--- config.mk ---
export PLATFORM = sky130hd
export DESIGN_NAME = sample_fetch_stall
export DESIGN_NICKNAME = d
export VERILOG_FILES = /design/src/rtl/sfs_pkg.sv /design/src/rtl/sfs_ctx_sel.sv /design/src/rtl/sfs_hold_slot.sv /design/src/rtl/sfs_countdown.sv /design/src/rtl/sample_fetch_stall.sv
export SDC_FILE = /design/constraint.sdc
export NUM_CORES = 1
export LEC_CHECK = 0
export BUFFER_PORTS_ARGS = -buffer_cell sky130_fd_sc_hd__clkbuf_2
export CORE_MARGIN = 2
export CORE_UTILIZATION = 30
export CTS_CLUSTER_SIZE = 12
export DETAILED_ROUTE_END_ITERATION = 8
export PLACE_DENSITY_LB_ADDON = 0.12
export SKIP_LAST_GASP = 1
export SYNTH_ARGS = -nofsm -noshare
export SYNTH_HDL_FRONTEND = slang
export SYNTH_SLANG_ARGS = --single-unit
--- constraint.sdc ---
create_clock -name clk -period 1.97 [get_ports clk]
set_clock_uncertainty 0.2 [all_clocks]
set_input_delay 0.4925 -clock clk [delete_from_list [all_inputs] [get_ports clk]]
set_output_delay 0.4925 -clock clk [all_outputs]
set_load 0.02 [all_outputs]
--- src/rtl/sfs_pkg.sv ---
package sfs_pkg;

   typedef enum logic [2:0] {
      CTX_QUIET    = 3'd0,
      CTX_TRIG_WR  = 3'd1,
      CTX_PLAIN_WR = 3'd2,
      CTX_SPR_TWO  = 3'd3,
      CTX_SPR_ONE  = 3'd4,
      CTX_SPR_MID  = 3'd5
   } sfs_ctx_e;

   function automatic int unsigned sfs_max2(input int unsigned a, input int unsigned b);
      return (a > b) ? a : b;
   endfunction

   function automatic int unsigned sfs_max6(input int unsigned a, input int unsigned b,
                                            input int unsigned c, input int unsigned d,
                                            input int unsigned e, input int unsigned f);
      return sfs_max2(sfs_max2(sfs_max2(a, b), sfs_max2(c, d)), sfs_max2(e, f));
   endfunction

endpackage

--- src/rtl/sfs_ctx_sel.sv ---
module sfs_ctx_sel
   import sfs_pkg::*;
#(
   parameter int unsigned ADDR_W      = 16,
   parameter int unsigned SPR_W       = 9,
   parameter int unsigned CNT_W       = 3,
   parameter logic [ADDR_W-1:0] TRIG_ADDR = 16'h4014,
   parameter int unsigned LEN_QUIET   = 4,
   parameter int unsigned LEN_TRIG    = 2,
   parameter int unsigned LEN_PLAIN   = 3,
   parameter int unsigned LEN_SPR_TWO = 1,
   parameter int unsigned LEN_SPR_ONE = 3,
   parameter int unsigned LEN_SPR_MID = 2
) (
   input  logic              cpu_wr,
   input  logic [ADDR_W-1:0] cpu_wr_addr,
   input  logic              spr_busy,
   input  logic [SPR_W-1:0]  spr_left,
   output logic [CNT_W-1:0]  req_len
);

   localparam logic [SPR_W-1:0] SPR_AT_TWO = SPR_W'(2);
   localparam logic [SPR_W-1:0] SPR_AT_ONE = SPR_W'(1);

   sfs_ctx_e ctx;

   always_comb begin
      if (spr_busy) begin
         if (spr_left == SPR_AT_TWO)      ctx = CTX_SPR_TWO;
         else if (spr_left == SPR_AT_ONE) ctx = CTX_SPR_ONE;
         else                             ctx = CTX_SPR_MID;
      end else if (cpu_wr) begin
         ctx = (cpu_wr_addr == TRIG_ADDR) ? CTX_TRIG_WR : CTX_PLAIN_WR;
      end else begin
         ctx = CTX_QUIET;
      end
   end

   always_comb begin
      unique case (ctx)
         CTX_TRIG_WR:  req_len = CNT_W'(LEN_TRIG);
         CTX_PLAIN_WR: req_len = CNT_W'(LEN_PLAIN);
         CTX_SPR_TWO:  req_len = CNT_W'(LEN_SPR_TWO);
         CTX_SPR_ONE:  req_len = CNT_W'(LEN_SPR_ONE);
         CTX_SPR_MID:  req_len = CNT_W'(LEN_SPR_MID);
         default:      req_len = CNT_W'(LEN_QUIET);
      endcase
   end

endmodule

--- src/rtl/sfs_hold_slot.sv ---
module sfs_hold_slot #(
   parameter int unsigned CNT_W   = 3,
   parameter bit          HOLD_EN = 1'b1
) (
   input  logic             clk,
   input  logic             rst_n,
   input  logic             push,
   input  logic [CNT_W-1:0] push_len,
   input  logic             pop,
   output logic             held,
   output logic [CNT_W-1:0] held_len
);

   generate
      if (HOLD_EN) begin : g_slot
         logic             v_q;
         logic [CNT_W-1:0] len_q;

         always_ff @(posedge clk or negedge rst_n) begin
            if (!rst_n) begin
               v_q   <= 1'b0;
               len_q <= '0;
            end else if (pop) begin
               v_q   <= push;
               len_q <= push ? push_len : len_q;
            end else if (push && !v_q) begin
               v_q   <= 1'b1;
               len_q <= push_len;
            end
         end

         assign held     = v_q;
         assign held_len = len_q;
      end else begin : g_none
         logic unused_inputs;
         assign unused_inputs = ^{clk, rst_n, push, push_len, pop};
         assign held     = 1'b0;
         assign held_len = '0;
      end
   endgenerate

endmodule

--- src/rtl/sfs_countdown.sv ---
module sfs_countdown #(
   parameter int unsigned CNT_W  = 3,
   parameter int unsigned DATA_W = 8
) (
   input  logic              clk,
   input  logic              rst_n,
   input  logic              launch,
   input  logic [CNT_W-1:0]  launch_len,
   input  logic [DATA_W-1:0] rdata,
   output logic              busy,
   output logic              last,
   output logic              load,
   output logic [DATA_W-1:0] data
);

   localparam logic [CNT_W-1:0] ONE = CNT_W'(1);

   logic [CNT_W-1:0] cnt_q;

   assign busy = (cnt_q != '0);
   assign last = (cnt_q == ONE);

   always_ff @(posedge clk or negedge rst_n) begin
      if (!rst_n) begin
         cnt_q <= '0;
      end else if (launch) begin
         cnt_q <= launch_len;
      end else if (busy) begin
         cnt_q <= cnt_q - ONE;
      end
   end

   always_ff @(posedge clk or negedge rst_n) begin
      if (!rst_n) begin
         load <= 1'b0;
         data <= '0;
      end else begin
         load <= last;
         if (last) data <= rdata;
      end
   end

endmodule

--- src/rtl/sample_fetch_stall.sv ---
module sample_fetch_stall
   import sfs_pkg::*;
#(
   parameter int unsigned ADDR_W      = 16,
   parameter int unsigned DATA_W      = 8,
   parameter int unsigned SPR_W       = 9,
   parameter logic [ADDR_W-1:0] TRIG_ADDR = 16'h4014,
   parameter int unsigned LEN_QUIET   = 4,
   parameter int unsigned LEN_TRIG    = 2,
   parameter int unsigned LEN_PLAIN   = 3,
   parameter int unsigned LEN_SPR_TWO = 1,
   parameter int unsigned LEN_SPR_ONE = 3,
   parameter int unsigned LEN_SPR_MID = 2,
   parameter bit          HOLD_EN     = 1'b1
) (
   input  logic              clk,
   input  logic              rst_n,
   input  logic              fetch_req,
   input  logic              cpu_wr,
   input  logic [ADDR_W-1:0] cpu_wr_addr,
   input  logic              spr_busy,
   input  logic [SPR_W-1:0]  spr_left,
   input  logic [DATA_W-1:0] mem_rdata,
   output logic              cpu_stall,
   output logic              irq_sample_en,
   output logic              buf_load,
   output logic [DATA_W-1:0] buf_data
);

   localparam int unsigned MAX_LEN = sfs_max6(LEN_QUIET, LEN_TRIG, LEN_PLAIN,
                                              LEN_SPR_TWO, LEN_SPR_ONE, LEN_SPR_MID);
   localparam int unsigned CNT_W   = $clog2(MAX_LEN + 1);

   initial begin
      assert (LEN_QUIET   >= 1) else $error("quiet stall length must be at least 1");
      assert (LEN_TRIG    >= 1) else $error("trigger-write stall length must be at least 1");
      assert (LEN_PLAIN   >= 1) else $error("plain-write stall length must be at least 1");
      assert (LEN_SPR_TWO >= 1) else $error("sprite stall length must be at least 1");
      assert (LEN_SPR_ONE >= 1) else $error("sprite stall length must be at least 1");
      assert (LEN_SPR_MID >= 1) else $error("sprite stall length must be at least 1");
      assert (SPR_W >= 2)       else $error("sprite count must hold the value 2");
   end

   logic [CNT_W-1:0] req_len;
   logic [CNT_W-1:0] held_len;
   logic [CNT_W-1:0] launch_len;
   logic             held, busy, last, launch, push, pop;

   sfs_ctx_sel #(
      .ADDR_W(ADDR_W), .SPR_W(SPR_W), .CNT_W(CNT_W), .TRIG_ADDR(TRIG_ADDR),
      .LEN_QUIET(LEN_QUIET), .LEN_TRIG(LEN_TRIG), .LEN_PLAIN(LEN_PLAIN),
      .LEN_SPR_TWO(LEN_SPR_TWO), .LEN_SPR_ONE(LEN_SPR_ONE), .LEN_SPR_MID(LEN_SPR_MID)
   ) u_sel (
      .cpu_wr(cpu_wr), .cpu_wr_addr(cpu_wr_addr),
      .spr_busy(spr_busy), .spr_left(spr_left), .req_len(req_len)
   );

   // A held request is released exactly when the running countdown ends.
   assign pop        = last & held;
   assign launch     = (fetch_req & ~busy) | (last & (held | fetch_req));
   assign launch_len = pop ? held_len : req_len;
   // Park a request if the counter is running and cannot take it directly.
   assign push       = fetch_req & busy & (~last | held);

   sfs_hold_slot #(.CNT_W(CNT_W), .HOLD_EN(HOLD_EN)) u_hold (
      .clk(clk), .rst_n(rst_n), .push(push), .push_len(req_len),
      .pop(pop), .held(held), .held_len(held_len)
   );

   sfs_countdown #(.CNT_W(CNT_W), .DATA_W(DATA_W)) u_cnt (
      .clk(clk), .rst_n(rst_n), .launch(launch), .launch_len(launch_len),
      .rdata(mem_rdata), .busy(busy), .last(last),
      .load(buf_load), .data(buf_data)
   );

   assign cpu_stall     = busy;
   assign irq_sample_en = ~busy & ~spr_busy;

endmodule

==> impl_metrics.json <==
{
  "path_max_fanout": 4,
  "clockBufferDepth": 2,
  "dr.pass1.iters": 2,
  "grt_start_max_net_pins": 17,
  "period_share_pct": 96.5,
  "ioPinCount": 49,
  "dp_hpwl_um": 1490,
  "final_nets": 177,
  "cp.arrival_ns": 1.21,
  "die_h_um": 57.7,
  "yosysTopAreaCellShare_pct": 46.2,
  "totalWireLength_um": 1820,
  "seq_area_frac_synth_pct": 46.2,
  "dpl_cell_area_um2": 1140,
  "port_buffers": 48,
  "drt_first_iter_violations": 17,
  "synth_edf_count": 0,
  "antenna_found_initial": 0,
  "drive_gt1_share_pct": 53.3,
  "crit_type": "reg2out",
  "wl_per_cell_um": 11.0,
  "layoutNonFillerInstCount": 166,
  "setup_ws_ns": 0.0693,
  "grt.overflow.total": 0,
  "finalSetupTns_ns": 0,
  "antennaDiodeCount": 0,
  "yosysMostFrequentCell": "dfrtp_1",
  "syn_area_um2": 866,
  "rsz0062_at_grt": "false",
  "max_freq_ghz": 0.526,
  "grtUsageTotal_pct": 12.5,
  "start_kind": "flop",
  "row_count": 19,
  "power.density_nw_per_um2": 1360,
  "postSynthCellCount": 78,
  "maxSlewViolCount": 0,
  "die_area_um2": 3330,
  "vias_per_cell": 4.82,
  "drc": 0,
  "synth_area_leader_cell": "dfrtp_1",
  "route.antenna.remaining_nets": 0,
  "cts_sinks": 16,
  "vias": 800,
  "dp.cells": 156,
  "worst_pin_slew_ns": 0.378,
  "syn-num-nets": 119,
  "async_flop_share_pct": 100,
  "irDropWorstVdd_uv": 849,
  "yosys-top-cells-area": "dfrtp_1, mux2_1, ha_1",
  "grt_pass1_wl_um": 3310,
  "synthTopCellsByCount": "dfrtp_1, mux2_1, nand2_1, nor2_1, nand3_1",
  "yosys_warnings": 0,
  "die_w_um": 57.7,
  "cp-end-kind": "primary output",
  "path_clk_slew_ns": 0.09,
  "root_buffer": "clkbuf_4",
  "maxCapViolations": 0,
  "hp-class": "in2reg",
  "synth.distinct_cells": 31,
  "hold_viol": 0,
  "setup_viol": 0,
  "core_area_um2": 2760,
  "avgSynthCellArea_um2": 11.1,
  "place_ws_ns": 0.0353,
  "initial_utilization_pct": 31.4,
  "cts_buffers": 3,
  "clock_latency_ns": 0.28,
  "synth-main-ff-cell": "dfrtp_1",
  "fin_area_um2": 1290,
  "power.leakage_nw": 0.644,
  "syn_to_final_growth_pct": 48.7,
  "gp_congestion": 0.833,
  "ys_ff_latch": 16,
  "grt_pass1_vias": 813,
  "cts_tree": "done",
  "ctsHtreeMaxLevel": 1,
  "relSlewSlack_pct": 74.8,
  "crit_required_ns": 1.28,
  "status": "finished clean",
  "period_minus_slack_ns": 1.90
}
[sequential cells by signal, indices dropped and copies added, names as in the netlist]
signal	flops
u_cnt.cnt_q	3
u_cnt.data	8
u_cnt.load	1
u_hold.held	1
u_hold.held_len	3
[power by group]
group / switching (W) / internal [W]
Clock: 0.0000931 / 0.000112
Sequential: 0.000110 / 0.000492
Combinational: 0.000482 / 0.000459
[worst paths after layout]
check | cells after the start | slack [ns] | start | end
max | 5 | 0.07 | u_cnt.cnt_q[1] | irq_sample_en
min | 2 | 0.22 | mem_rdata[3] | u_cnt.data[3]
max reg2reg | 6 | 0.10 | u_cnt.cnt_q[0] | u_cnt.cnt_q[1]
min reg2reg | 1 | 0.29 | u_cnt.data[7] | u_cnt.data[7]
max in group asynchronous | 2 | 0.84 | rst_n | u_hold.held_len[1]
min in group asynchronous | 2 | 0.45 | rst_n | u_hold.held_len[2]
[per-layer routing]
| layer | up-vias | track usage [%] | part of all wire [%] |
|---|---|---|---|
| met5 | - | 0 | 0 |
| met4 | 0 | 0.997 | 0 |
| met3 | 0 | 4.69 | 5.0 |
| met2 | 17 | 21.9 | 54 |
| met1 | 386 | 15.3 | 41 |
| li1 | 397 | - | - |
[cell usage in the layout (no fill, tap or decap), types with 2 or more instances in the layout]
master,instances
clkbuf_2,47
dfrtp_1,16
mux2_1,10
buf_4,6
nand2_1,5
nor2_1,4
nand3_1,3
clkbuf_4,3
inv_2,2
a31oi_1,2
nor2b_1,2
o21ai_1,2
a21oi_1,2
ha_1,2
buf_6,2
[kinds of logic after synthesis]
kind of cell / Yosys count / synth area share (%)
AO/OA/AOI/OAI: 12 / 9.25
XOR/XNOR: 3 / 3.04
adder cells (fa/ha/maj): 3 / 4.34
buffers and inverters: 6 / 3.03
flip-flops: 16 / 46.2
multiplexers: 12 / 15.5
AND/OR/NAND/NOR: 26 / 18.6
[cell type report]
class / instances / area (um2)
Fill cell: 274 / 1470
Multi-Input combinational cell: 56 / 488
Sequential cell: 16 / 400
Timing Repair Buffer: 56 / 313
Tap cell: 31 / 38.8
Clock buffer: 4 / 36.3
Inverter: 3 / 11.3
[critical path: stages (launching register included)]
cell      delay (ns)
dfrtp_1         0.40
inv_2           0.10
ha_4            0.16
nand2b_4        0.07
nor2_4          0.08
buf_6           0.12
[what timing repair did]
item / CTS / global route
gates resized for setup: 8 / 9
hold buffers: 1 / 0
buffers inserted: 5 / 0
setup endpoints to repair: 2 / 5
endpoints found under the hold margin: 16 / 0
cloned: 0 / 0
pin swaps: 1 / 2
[through the flow]
step / utilization (%) / hold slack, ns / total power (W)
final: 46.7 / 0.223 / 0.00175
after CTS: 45.4 / 0.215 / 0.00172
after detailed placement: 41.5 / 0.231 / 0.00138
after global routing: 46.7 / 0.214 / 0.00189
after global placement: 41.5 / 0.230 / 0.00136
after floorplan: - / -0.00309 / 0.00113
Power figures use the tool's default switching activity.
